[config.mk]
export PLATFORM = sky130hd
export DESIGN_NAME = madd_unit
export DESIGN_NICKNAME = d
export VERILOG_FILES = /design/src/rtl/addc_pkg.sv /design/src/rtl/addc_ctrl.sv /design/src/rtl/addc_dp.sv /design/src/rtl/madd_unit.sv
export SDC_FILE = /design/constraint.sdc
export NUM_CORES = 1
export LEC_CHECK = 0
export ABC_AREA = 1
export BUFFER_PORTS_ARGS = -buffer_cell sky130_fd_sc_hd__buf_2
export CAP_MARGIN = 20
export CORE_MARGIN = 10
export CORE_UTILIZATION = 34
export CTS_BUF_LIST = sky130_fd_sc_hd__clkbuf_4
export DETAILED_ROUTE_END_ITERATION = 12
export GPL_ROUTABILITY_DRIVEN = 0
export PLACE_DENSITY = 0.56
export SLEW_MARGIN = 5
export SYNTH_ARGS = -nofsm -noshare
export SYNTH_HDL_FRONTEND = slang
export SYNTH_HIERARCHICAL = 1
export SYNTH_SLANG_ARGS = --single-unit
[constraint.sdc]
create_clock -name clk -period 3.6 [get_ports clk]
set_input_delay 0.54 -clock clk [delete_from_list [all_inputs] [get_ports clk]]
set_output_delay 0.54 -clock clk [all_outputs]
set_load 0.02 [all_outputs]
[src/rtl/addc_pkg.sv]
package addc_pkg;

  typedef enum logic [1:0] {
    OP_ADD3 = 2'b00,
    OP_GENC = 2'b01,
    OP_ADDT = 2'b10,
    OP_CLRT = 2'b11
  } addc_op_e;

  typedef struct packed {
    logic valid;
    logic selGen;
    logic selFlag;
    logic selZero;
    logic flagWrite;
  } addc_ctrl_t;

endpackage

[src/rtl/addc_ctrl.sv]
module addc_ctrl
  import addc_pkg::*;
(
  input  logic       inValid,
  input  logic [1:0] opIn,
  output addc_ctrl_t ctrl
);
  addc_op_e opDec;

  always_comb begin
    opDec = addc_op_e'(opIn);
    ctrl = '0;
    ctrl.valid = inValid;
    unique case (opDec)
      OP_ADD3: ;
      OP_GENC: ctrl.selGen = 1'b1;
      OP_ADDT: begin
        ctrl.selFlag   = 1'b1;
        ctrl.flagWrite = inValid;
      end
      OP_CLRT: begin
        ctrl.selZero   = 1'b1;
        ctrl.flagWrite = inValid;
      end
      default: ;
    endcase
  end
endmodule

[src/rtl/addc_dp.sv]
module addc_dp
  import addc_pkg::*;
#(
  parameter int WIDTH = 64
) (
  input  logic             clk,
  input  logic             rst,
  input  addc_ctrl_t       ctrl,
  input  logic [WIDTH-1:0] opA,
  input  logic [WIDTH-1:0] opB,
  input  logic [WIDTH-1:0] opC,
  output logic             outValid,
  output logic [WIDTH-1:0] result,
  output logic             flagT
);
  localparam int SUM3W = WIDTH + 2;
  localparam int SUMTW = WIDTH + 1;

  logic [SUM3W-1:0] sum3;
  logic [SUMTW-1:0] sumT;
  logic [WIDTH-1:0] resNext;
  logic             flagNext;

  always_comb begin
    sum3 = {2'b00, opA} + {2'b00, opB} + {2'b00, opC};
    sumT = {1'b0, opA} + {1'b0, opB} + {{WIDTH{1'b0}}, flagT};
    if (ctrl.selZero) begin
      resNext  = '0;
      flagNext = 1'b0;
    end else if (ctrl.selFlag) begin
      resNext  = sumT[WIDTH-1:0];
      flagNext = sumT[WIDTH];
    end else if (ctrl.selGen) begin
      resNext  = {{(WIDTH-1){1'b0}}, |sum3[SUM3W-1:WIDTH]};
      flagNext = flagT;
    end else begin
      resNext  = sum3[WIDTH-1:0];
      flagNext = flagT;
    end
  end

  always_ff @(posedge clk) begin
    if (rst) begin
      outValid <= 1'b0;
      result   <= '0;
      flagT    <= 1'b0;
    end else begin
      outValid <= ctrl.valid;
      if (ctrl.valid) result <= resNext;
      if (ctrl.flagWrite) flagT <= flagNext;
    end
  end
endmodule

[src/rtl/madd_unit.sv]
module madd_unit
  import addc_pkg::*;
#(
  parameter int WIDTH = 64
) (
  input  logic             clk,
  input  logic             rst,
  input  logic             inValid,
  input  logic [1:0]       op,
  input  logic [WIDTH-1:0] opA,
  input  logic [WIDTH-1:0] opB,
  input  logic [WIDTH-1:0] opC,
  output logic             outValid,
  output logic [WIDTH-1:0] result,
  output logic             flagT
);
  addc_ctrl_t ctrl;

  addc_ctrl u_ctrl (
    .inValid(inValid),
    .opIn   (op),
    .ctrl   (ctrl)
  );

  addc_dp #(.WIDTH(WIDTH)) u_dp (
    .clk     (clk),
    .rst     (rst),
    .ctrl    (ctrl),
    .opA     (opA),
    .opB     (opB),
    .opC     (opC),
    .outValid(outValid),
    .result  (result),
    .flagT   (flagT)
  );
endmodule

==> impl_summary.txt <==
----------------------------------------------------
[Status]
  Status ... finished clean

[Drt]
  Wire length per cell after detailed routing ... 20.54 µm
  Post-detailed-route DRC marker count ... 0
  Top Metal Used ... met5
  Met3 WL post-DR ... between 8000 and 9000 µm
  Wire length on met2 ... 32140 µm
  WL final ... about 75000 µm
  Post-detailed-route count of antenna-violating nets ... 0
  Count of routing violations after the opening detailed-route iteration ... 2368
  Number of search-and-repair iterations in the first detailed-routing pass ... 6
  Detailed-route via count ... slightly below 20000
  Met1 Wirelength ... roughly 31000 µm
  Via density per instance ... 5.310

[Run]
  Reported max-cap violation count ... 0

[Clocking]
  Clock latency on the worst-skew pair ... about 0.56 ns
  Number of buffers created by CTS ... 9
  Post-CTS setup repair buffer count ... 0
  Number of cells upsized or downsized after cts ... 0
  TritonCTS clock tree ... yes
  Buffer depth of the longest clock path ... 2
  Root buf cell ... clkbuf_4
  CTS HTree Levels ... 3
  CTS Hold Buffers Added ... 0
  Clock sinks ... 66
  Clock slew seen by the registers of the worst setup and hold paths ... around 0.12 ns

[STA]
  Transition time at the pin with the least slew margin ... around 0.95 ns
  Number of pins with negative max-slew slack in the final report ... 0
  Finish-stage setup viols ... 0
  Post-layout min period ... 3.224 ns
  Final Cycle Share ... about nine tenths
  Relative slew slack ... 36.49%
  Worst setup skew after layout ... between 0.04 and 0.05 ns
  Highest attainable clock frequency ... between 300 and 400 MHz
  Total negative slack for setup checks ... 0 ns
  Final hold violation count ... 0
  Setup repair after global routing missed its margin ... false

[Floorplan]
  Die Ht ... ~230 µm
  Horizontal die dimension ... around 230 µm
  Initial cell density of the core ... 34.53%
  Number of core rows ... between 70 and 80
  Count of boundary I/O pins ... 263
  Full die area ... roughly 54000 µm²
  Core outline area ... about 44000 µm²

[Placed design]
  Buffers added on ports ... around 260
  Post-detailed-placement half-perimeter wirelength ... approximately 65000 µm

[Worst hold path]
  End point of the most critical hold path ... u_dp/flagT
  Hold_sp ... inValid
  Type of the worst min-delay path ... in2reg
  Number of cells traversed by the worst hold path ... 6

[Cells and area]
  Share of cells above drive strength 1 ... about 15%
  Most common cell after layout, fill and taps aside ... nand2_1
  Number of diodes ... 0
  Area added between synthesis and finish ... 14.01%
  Count of filler cells inserted in the layout ... 5088
  Combined area of the multi-input logic cells ... 11970 µm²
  Commonest cells after routing, fill and taps aside ... nand2_1, inv_1, buf_2
  Layout net count ... about 3400
  Storage cell area ... 1321 µm²

[Logic synthesis]
  Fraction of synthesis flops using an asynchronous set or reset pin ... 0%
  Synth Instances ... roughly 2800
  Synthesized flop and latch total ... between 60 and 70
  Top-area cell type share of the netlist area ... approximately a quarter
  Post-synthesis cell type with the largest combined area ... nand2_1
  Number of library cell types mapped by synthesis ... 48
  Seq/Total Area, Yosys ... ~8.6%
  Most used flip-flop cell after synthesis ... dfxtp_1
  Synthesized area per cell ... about 5.5 µm²
  YS warnings ... 6
  Number of enable flip-flop cells after synthesis ... 0
  Synthesized cell area ... between 15000 and 20000 µm²
  Total nets after synthesis ... 3188
  Top area cells in the synthesized netlist ... nand2_1, inv_1, ha_1, fa_1, dfxtp_1

[Pwr]
  Power share of the sequential group ... around 16%
  Part of the power in the clock network ... 9.2%
  Leak pwr ... 9.543 nW
  Worst voltage drop across the vdd grid ... between 0.15 and 0.2 mV
  Internal power ... roughly 2.2 mW
  Net switching fraction of the power ... between 50% and 60%
  Pwr Density ... about 320 nW/µm²
  Part of the total power dissipated in combinational logic ... roughly 75%
  Total Power ... between 5 and 6 mW
  Psw ... approximately 3.3 mW

[Critical path]
  Classification of the worst setup path ... in2reg
  Minimum setup slack among reg-to-reg paths ... around 0.66 ns
  Critical path capture point type ... flop
  Arrival time worst endpoint ... 3.61 ns
  CP most frequent cell ... nand2_1
  Worst setup SP type ... input pin
  Worst Path Required ... approximately 4 ns
  Worst reg-to-reg path cell count ... 15
  Worst path buffer plus inverter count ... 1
  Crit Path Max Fanout ... 5
  Endpoint of the lowest-slack register-to-register path ... u_dp/result[38]
  Maximum single-stage delay on the critical path ... ~0.54 ns
  List of cells traversed by the critical path ... buf_2, fa_1, ha_1, fa_1, nand2_1, nand2_1, nand3b_1, nand2_1, nand2_1, nand2_1, nand2_1, nand3_2, o21ai_0, nand2_1, o211ai_1, a21oi_1
  Largest delay share family, worst path ... adder cells
  R2r startpoint ... u_dp/flagT
  Crit path max-delay cell type ... o21ai_0

[Global routing]
  Number of antenna violations at the first check in global routing ... 2
  Total track usage ... between 20% and 30%
  Vias in the first global route ... about 18000
  Remaining global-route overflow ... 0
  First-pass GRT wire length ... 111000 µm
  Largest net degree at the start of global routing ... 67

----------------------------------------------------
cell usage after synthesis, types with 2 or more instances:
master / n
a21boi_0: 6
a21o_1: 3
a21oi_1: 234
a21oi_2: 12
and3_1: 4
buf_1: 3
buf_2: 9
buf_4: 2
clkbuf_1: 25
clkinv_1: 5
dfxtp_1: 66
fa_1: 67
ha_1: 126
inv_1: 461
inv_2: 30
nand2_1: 995
nand2_2: 32
nand3_1: 190
nand3_2: 15
nand3b_1: 10
nand4_1: 17
nor2_1: 246
nor2_2: 32
nor2_4: 6
nor3_1: 17
nor3_2: 10
nor4_2: 4
o211ai_1: 7
o21ai_0: 92
o21ai_1: 16
o21ai_2: 4
o21bai_1: 18
o22ai_1: 4
or2_2: 6
xnor2_1: 3
xor2_1: 9
registers in the layout (all words and copies together) (netlist names):
signal         count
u_dp/outValid      1
u_dp/flagT         1
u_dp/result       64
worst max path at each step:
| stage | from | cells past startpoint | to |
|---|---|---|---|
| after global placement | opA[1] | 16 | u_dp/result[27] |
| after floorplan | opA[1] | 18 | u_dp/result[35] |
| after global routing | opA[1] | 16 | u_dp/result[27] |
| final | opA[1] | 16 | u_dp/result[27] |
| after CTS | opA[1] | 16 | u_dp/result[27] |
| after detailed placement | opA[1] | 16 | u_dp/result[27] |
tightest hold or removal path: cells and delay by family:
family	cells	cell delay (ns)
compound gates	2	0.15
simple gates	2	0.12
buf+inv	2	0.13
kinds of logic after synthesis:
| group | after synthesis | share of synthesized area (%) |
|---|---|---|
| buffers and inverters | 535 | 13.25 |
| adders and majority gates | 193 | 19.07 |
| AOI/OAI and AO/OA | 401 | 14.21 |
| and+or+nand+nor | 1591 | 44.15 |
| DFF | 66 | 8.635 |
| xor gates and xnor gates | 12 | 0.6869 |
area by class of cell:
type                            instances  area share, %
Sequential cell                        66          7.574
Multi-Input combinational cell       2197          68.59
Clock buffer                           10         0.4303
Clock inverter                          6         0.1936
Tap cell                              592          4.246
Timing Repair Buffer                  280          8.291
Inverter                              496          10.67
power groups by stage:
stage	sequential [mW]	clock [mW]	combinational [mW]
final	0.859	0.509	4.17
after global routing	0.866	0.557	4.54
after CTS	0.856	0.535	4.05
after detailed placement	0.872	0	4.03
after global placement	0.871	0	4.02
after floorplan	0.942	0	2.50
per-layer routing:
layer,track usage [%],vias to the layer above
met3,6.707,161
met4,10.78,4
met5,0,-
li1,-,9254
met2,41.47,1139
met1,34.99,8807
metrics by stage:
step	instance area [µm²]	instances	setup WS, ns	utilization (%)	hold slack [ns]
final	17450	3647	0.3763	39.36	0.4523
after global placement	17340	3631	-0.07766	39.12	0.4507
after detailed placement	17340	3631	-0.1003	39.12	0.4541
after floorplan	15300	2798	0.8253	-	0.5450
after global routing	17450	3647	0.1942	39.36	0.4787
after CTS	17450	3647	0.4894	39.36	0.4027
No activity file was read; power rests on OpenSTA's default activity.
